[config.mk]
export PLATFORM = sky130hd
export DESIGN_NAME = trig_intc
export DESIGN_NICKNAME = d
export VERILOG_FILES = /design/src/rtl/trig_intc_pkg.sv /design/src/rtl/intc_regfile.sv /design/src/rtl/intc_src_detect.sv /design/src/rtl/intc_combine.sv /design/src/rtl/trig_intc.sv
export SDC_FILE = /design/constraint.sdc
export NUM_CORES = 1
export LEC_CHECK = 0
export BUFFER_PORTS_ARGS = -buffer_cell sky130_fd_sc_hd__buf_2
export CELL_PAD_IN_SITES_DETAIL_PLACEMENT = 1
export CELL_PAD_IN_SITES_GLOBAL_PLACEMENT = 2
export CORE_ASPECT_RATIO = 1.75
export CORE_MARGIN = 3
export CORE_UTILIZATION = 35
export CTS_BUF_LIST = sky130_fd_sc_hd__clkbuf_4 sky130_fd_sc_hd__clkbuf_8
export CTS_CLUSTER_SIZE = 30
export DETAILED_ROUTE_END_ITERATION = 7
export GPL_TIMING_DRIVEN = 0
export MAX_ROUTING_LAYER = met4
export PLACE_DENSITY_LB_ADDON = 0.05
export SYNTH_ARGS = -nofsm -noshare
export SYNTH_HDL_FRONTEND = slang
export SYNTH_SLANG_ARGS = --single-unit
[constraint.sdc]
create_clock -name clk -period 1.9 [get_ports clk]
set_input_delay 0.095 -clock clk [delete_from_list [all_inputs] [get_ports clk]]
set_output_delay 0.095 -clock clk [all_outputs]
set_load 0.01 [all_outputs]
[src/rtl/trig_intc_pkg.sv]
package trig_intc_pkg;

    localparam int NLINE = 2;

    typedef enum logic [2:0] {
        RI_ENABLE = 3'd0,
        RI_WAKE   = 3'd1,
        RI_CODE0  = 3'd2,
        RI_CODE1  = 3'd3,
        RI_CODE2  = 3'd4,
        RI_ROUTE  = 3'd5,
        RI_PEND   = 3'd6,
        RI_NONE   = 3'd7
    } reg_idx_e;

    typedef enum logic [2:0] {
        TM_OFF,
        TM_RISE,
        TM_FALL,
        TM_BOTH,
        TM_HIGH,
        TM_LOW
    } trig_mode_e;

    function automatic trig_mode_e decode_trig(input logic [2:0] code);
        case (code)
            3'b001:  return TM_RISE;
            3'b010:  return TM_FALL;
            3'b011:  return TM_BOTH;
            3'b101:  return TM_HIGH;
            3'b110:  return TM_LOW;
            default: return TM_OFF;
        endcase
    endfunction

    function automatic logic is_edge_mode(input trig_mode_e m);
        return (m == TM_RISE) || (m == TM_FALL) || (m == TM_BOTH);
    endfunction

endpackage

[src/rtl/intc_regfile.sv]
module intc_regfile
    import trig_intc_pkg::*;
#(
    parameter int NSRC  = 32,
    parameter int NWAKE = 8
) (
    input  logic            clk,
    input  logic            rst,
    input  logic            bus_wr,
    input  logic [3:0]      bus_addr,
    input  logic [NSRC-1:0] bus_wdata,
    output logic [NSRC-1:0] bus_rdata,
    input  logic [NSRC-1:0] pend,
    output logic [NSRC-1:0] enable_q,
    output logic [NSRC-1:0] wake_q,
    output logic [NSRC-1:0] code0_q,
    output logic [NSRC-1:0] code1_q,
    output logic [NSRC-1:0] code2_q,
    output logic [NSRC-1:0] route_q,
    output logic [NSRC-1:0] ack
);

    localparam logic [NSRC-1:0] WAKE_OK = NSRC'((64'd1 << NWAKE) - 64'd1);

    reg_idx_e idx;
    logic     is_clr;
    assign idx    = reg_idx_e'(bus_addr[3:1]);
    assign is_clr = bus_addr[0];

    function automatic logic [NSRC-1:0] upd(input logic [NSRC-1:0] cur,
                                             input logic [NSRC-1:0] wd,
                                             input logic clr);
        return clr ? (cur & ~wd) : (cur | wd);
    endfunction

    always_ff @(posedge clk) begin
        if (rst) begin
            enable_q <= '0;
            wake_q   <= '0;
            code0_q  <= '0;
            code1_q  <= '0;
            code2_q  <= '0;
            route_q  <= '0;
        end else if (bus_wr) begin
            case (idx)
                RI_ENABLE: begin
                    enable_q <= upd(enable_q, bus_wdata, is_clr);
                    wake_q   <= upd(wake_q, bus_wdata & WAKE_OK, is_clr);
                end
                RI_WAKE:  wake_q  <= upd(wake_q, bus_wdata & WAKE_OK, is_clr);
                RI_CODE0: code0_q <= upd(code0_q, bus_wdata, is_clr);
                RI_CODE1: code1_q <= upd(code1_q, bus_wdata, is_clr);
                RI_CODE2: code2_q <= upd(code2_q, bus_wdata, is_clr);
                RI_ROUTE: route_q <= upd(route_q, bus_wdata, is_clr);
                default: ;
            endcase
        end
    end

    assign ack = (bus_wr && idx == RI_PEND) ? bus_wdata : '0;

    always_comb begin
        case (idx)
            RI_ENABLE: bus_rdata = enable_q;
            RI_WAKE:   bus_rdata = wake_q;
            RI_CODE0:  bus_rdata = code0_q;
            RI_CODE1:  bus_rdata = code1_q;
            RI_CODE2:  bus_rdata = code2_q;
            RI_ROUTE:  bus_rdata = route_q;
            RI_PEND:   bus_rdata = pend;
            default:   bus_rdata = '0;
        endcase
    end

endmodule

[src/rtl/intc_src_detect.sv]
module intc_src_detect
    import trig_intc_pkg::*;
(
    input  logic       clk,
    input  logic       rst,
    input  logic       pin,
    input  logic [2:0] code,
    input  logic       ack,
    output logic       pend
);

    logic       sync1, level, prev, latch;
    logic       evt;
    trig_mode_e mode;

    assign mode = decode_trig(code);

    always_comb begin
        case (mode)
            TM_RISE: evt = level & ~prev;
            TM_FALL: evt = ~level & prev;
            TM_BOTH: evt = level ^ prev;
            default: evt = 1'b0;
        endcase
    end

    always_ff @(posedge clk) begin
        if (rst) begin
            sync1 <= 1'b0;
            level <= 1'b0;
            prev  <= 1'b0;
            latch <= 1'b0;
        end else begin
            sync1 <= pin;
            level <= sync1;
            prev  <= level;
            // an event in the acknowledge cycle keeps the bit set
            latch <= is_edge_mode(mode) ? ((latch & ~ack) | evt) : 1'b0;
        end
    end

    always_comb begin
        case (mode)
            TM_HIGH: pend = level;
            TM_LOW:  pend = ~level;
            TM_OFF:  pend = 1'b0;
            default: pend = latch;
        endcase
    end

endmodule

[src/rtl/intc_combine.sv]
module intc_combine
    import trig_intc_pkg::*;
#(
    parameter int NSRC  = 32,
    parameter int NWAKE = 8
) (
    input  logic [NSRC-1:0]  pend,
    input  logic [NSRC-1:0]  enable_q,
    input  logic [NSRC-1:0]  wake_q,
    input  logic [NSRC-1:0]  route_q,
    output logic [NLINE-1:0] irq_req,
    output logic             wake_out
);

    logic [NSRC-1:0] live;
    assign live = pend & enable_q;

    for (genvar k = 0; k < NLINE; k++) begin : g_line
        logic [NSRC-1:0] sel;
        assign sel        = (k == 0) ? ~route_q : route_q;
        assign irq_req[k] = |(live & sel);
    end

    assign wake_out = |(pend[NWAKE-1:0] & wake_q[NWAKE-1:0]);

endmodule

[src/rtl/trig_intc.sv]
module trig_intc
    import trig_intc_pkg::*;
#(
    parameter int NSRC  = 32,
    parameter int NWAKE = 8
) (
    input  logic             clk,
    input  logic             rst,
    input  logic             bus_wr,
    input  logic [3:0]       bus_addr,
    input  logic [NSRC-1:0]  bus_wdata,
    output logic [NSRC-1:0]  bus_rdata,
    input  logic [NSRC-1:0]  src_in,
    output logic [NLINE-1:0] irq_req,
    output logic             wake_out
);

    logic [NSRC-1:0] enable_q, wake_q, code0_q, code1_q, code2_q, route_q;
    logic [NSRC-1:0] pend, ack;

    intc_regfile #(.NSRC(NSRC), .NWAKE(NWAKE)) u_regs (
        .clk       (clk),
        .rst       (rst),
        .bus_wr    (bus_wr),
        .bus_addr  (bus_addr),
        .bus_wdata (bus_wdata),
        .bus_rdata (bus_rdata),
        .pend      (pend),
        .enable_q  (enable_q),
        .wake_q    (wake_q),
        .code0_q   (code0_q),
        .code1_q   (code1_q),
        .code2_q   (code2_q),
        .route_q   (route_q),
        .ack       (ack)
    );

    for (genvar i = 0; i < NSRC; i++) begin : g_src
        intc_src_detect u_det (
            .clk  (clk),
            .rst  (rst),
            .pin  (src_in[i]),
            .code ({code2_q[i], code1_q[i], code0_q[i]}),
            .ack  (ack[i]),
            .pend (pend[i])
        );
    end

    intc_combine #(.NSRC(NSRC), .NWAKE(NWAKE)) u_comb (
        .pend     (pend),
        .enable_q (enable_q),
        .wake_q   (wake_q),
        .route_q  (route_q),
        .irq_req  (irq_req),
        .wake_out (wake_out)
    );

endmodule

==> impl_results.md <==
* Drt drc at 0
* Post-Syn Area per Cell at 8.560 um2
* Core ar. at 41,740 um2
* Post-DP HPWL at 47.06 mm
* Initial core utilization at 35.47%
* Worst VDD drop at 0.0005515 V
* Nets at 2,177
* Mapped Cells at 1,730
* Async SR Flop Fraction at 0%
* Final setup TNS at -6.361 ns
* Leakage at 6.916 nW
* Cell taking the most area after synthesis: dfxtp_1
* Reg2reg end: g_src[27].u_det.latch
* Commonest non-fill, non-tap cell in the layout: a21oi_1
* Failing checks: setup timing
* Hold path cells at 5
* H-tree depth at 2
* Slew Viols, Final at 0
* Multi-input gate area at 8820 um2
* Hold Slack at 0.1717 ns
* Clock transition at path regs at 0.07 ns
* Crit path launch type: flip-flop
* CTS sink count at 296
* Worst Path Class, Setup: flip-flop to output port
* R2R cell count at 7
* Mapped cell area at 14,810 um2
* Slew @ Worst Pin at 1.010 ns
* Setup crit end kind: output port
* Die width at 161.5 um
* Leading post-synthesis cells by cell area: dfxtp_1 40%, a311oi_1 10%, a21oi_1 8.2%
* Max_cap viols at 0
* Tmin final at 2.945 ns
* Synth warnings at 0
* First-pass GRT wire length at 101.5 mm
* Setup skew after layout at 0.02632 ns
* Post-Syn Nets at 1,865
* Vias in the first global route at 16,180
* Logic pwr share at 11.4%
* Largest net degree at the start of global routing at 14
* Root buffer cell: clkbuf_8
* Setup slack, reg-to-reg at 0.59 ns
* Crit path cell chain: o21ai_0 -> a211oi_1 -> a222oi_1 -> nand4_1 -> or4_4 -> buf_6
* Fmax at 0.3396 GHz
* Slowest library cell on the worst path: a222oi_1
* Num ports at 106
* P_int at 10.19 mW
* Drt first pass iters at 6
* Via count at 15,630
* Die height at 278.1 um
* Share of the yosys chip area belonging to registers at 40.02%
* Hold crit path type: primary input to flip-flop
* PwrDens at 715.9 nW/um2
* 1st-iter DRT viols at 765
* Placed inst area at 16,040 um2
* I/O Buffers at 103
* Post-synth EDFFs at 0
* Worst path top cell family by delay: compound AO/OA/AOI/OAI gates
* Data required, critical path at 1.80 ns
* Relative slew slack at 32.70%
* Synth cell types at 53
* Power share of the clock group at 43.3%
* # fillers at 4,883
* WL final at 68.58 mm
* Total GRT Usage at 30.62%
* Worst skew pair latency at 0.62 ns
* CTS tree: built
* Avg WL per Cell at 26.05 um
* Endpoints failing hold at 0
* Die area at 44,910 um2
* Fin area at 19,960 um2
* Most frequent cells in the layout: 231 x a21oi_1, 174 x dfxtp_1, 162 x a311oi_1
* Min-delay src: bus_addr[2]
* Post-synth top area share at 40.02%
* Post-route ant nets at 0
* Cell Rows at 99
* Clk buf depth at 3
* Final setup violation count at 26
* Critical Path AT at 2.85 ns
* Routability cong. at 0.8811
* Tot Pwr at 14.29 mW
* Vias per cell at 5.937
* Top_reg_cell synth: dfxtp_1
* Num CTS Buffers at 50
* Worst setup margin at -1.045 ns
* GR Overflow Total at 0
* Switching part of the total at 28.68%
* Post-synthesis sequential element count at 296
* Register area at 6299 um2
* Initial antenna violation count at 1
* Crit Reg-Reg Startpoint: g_src[27].u_det.prev
* Unrepaired setup endpoints after global routing: yes
* Flop pwr share at 45.3%
* Crit path buf inv count at 1
* Worst-path fanout max at 8
* Synth-to-Final Area Change at 34.77%
* Tcrit/Tclk final at 155.0%
* Layout cells sized above 1 at 29.32%
* CP peak stage delay at 0.57 ns
* Net switching power at 4.097 mW
* Status: finished with violations
power by group through the flow:
stage	logic (mW)	clock network [mW]	registers [mW]
2_1_floorplan	0.778	0	6.61
3_3_place_gp	1.31	0	6.68
3_5_place_dp	1.34	0	6.68
4_1_cts	1.56	6.31	6.48
5_1_grt	1.74	6.60	6.49
6_report	1.62	6.19	6.47
cells by family after synthesis:
family	Yosys count	synth area share, %
AOI/OAI and AO/OA	576	26.95
adders and majority gates	64	5.408
buffers and inverters	268	6.962
DFF	296	40.02
muxes	76	5.458
and+or+nand+nor	450	15.21
worst max path at each step:
stage	startpoint	end	slack (ns)	depth (start not counted)
2_1_floorplan	flip-flop	irq_req[0]	0.002	7
4_1_cts	g_src[26].u_det.level	irq_req[1]	-1.11	7
3_5_place_dp	bus_addr[3]	bus_rdata[21]	-1.13	9
6_report	flip-flop	irq_req[1]	-1.04	6
5_1_grt	flip-flop	irq_req[1]	-1.04	6
3_3_place_gp	bus_addr[3]	bus_rdata[23]	-1.14	9
Yosys cell counts (all sizes together), types with 3 or more instances:
cell    count
and3       13
nand3b      9
a22oi      13
ha         64
a211oi     18
and2        3
nand2      93
o21ai      11
mux2       18
nor3        3
clkbuf    136
nand3      27
o211ai      6
nor2      136
nor4       33
o22ai      12
and3b       5
a21oi     242
buf        22
nand4      10
nand2b     32
o221ai     51
a32oi       6
a31oi      20
nor2b      76
a311oi    171
mux2i      56
dfxtp     296
a311o      12
inv       110
nor3b       3
routing by layer:
layer	global-route usage [%]	routed length [um]	vias to the layer above
met2	55.29	36270	514
met5	-	0	-
met3	4.006	3276	202
met4	14.93	3773	0
met1	32.66	25270	7829
li1	-	-	7088
worst register-to-register path, cell delays in order, from the launching register on:
cell      delay [ns]
dfxtp_1         0.34
inv_1           0.05
ha_1            0.28
nand2_1         0.07
o211ai_1        0.08
o21ai_0         0.10
a21oi_1         0.08
nor4_1          0.21
metrics by stage:
| step | instances | setup WS, ns | utilization [%] |
|---|---|---|---|
| final | 2633 | -1.045 | 47.81 |
| after global routing | 2633 | -1.040 | 47.81 |
| after CTS | 2603 | -1.112 | 46.48 |
| after detailed placement | 2388 | -1.128 | 38.41 |
| after global placement | 2388 | -1.141 | 38.41 |
| after floorplan | 1730 | 0.001658 | - |
timing repair:
action | 4_1_cts | 5_1_grt
buffers inserted | 68 | 35
pin swaps | 62 | 41
hold endpoints to repair | 80 | 0
endpoints found under the setup margin | 141 | 126
gates resized for setup | 385 | 128
hold buffers | 66 | 0
layout make-up:
cell class / count / area share, %
Clock buffer: 76 / 4.771
Buffer: 150 / 3.586
Multi-Input combinational cell: 1166 / 44.19
Timing Repair Buffer: 268 / 9.868
Antenna cell: 1 / 0.01254
Clock inverter: 11 / 0.4451
Sequential cell: 296 / 31.56
Inverter: 110 / 2.082
Tap cell: 555 / 3.480
(Power assumes the default switching activity.)
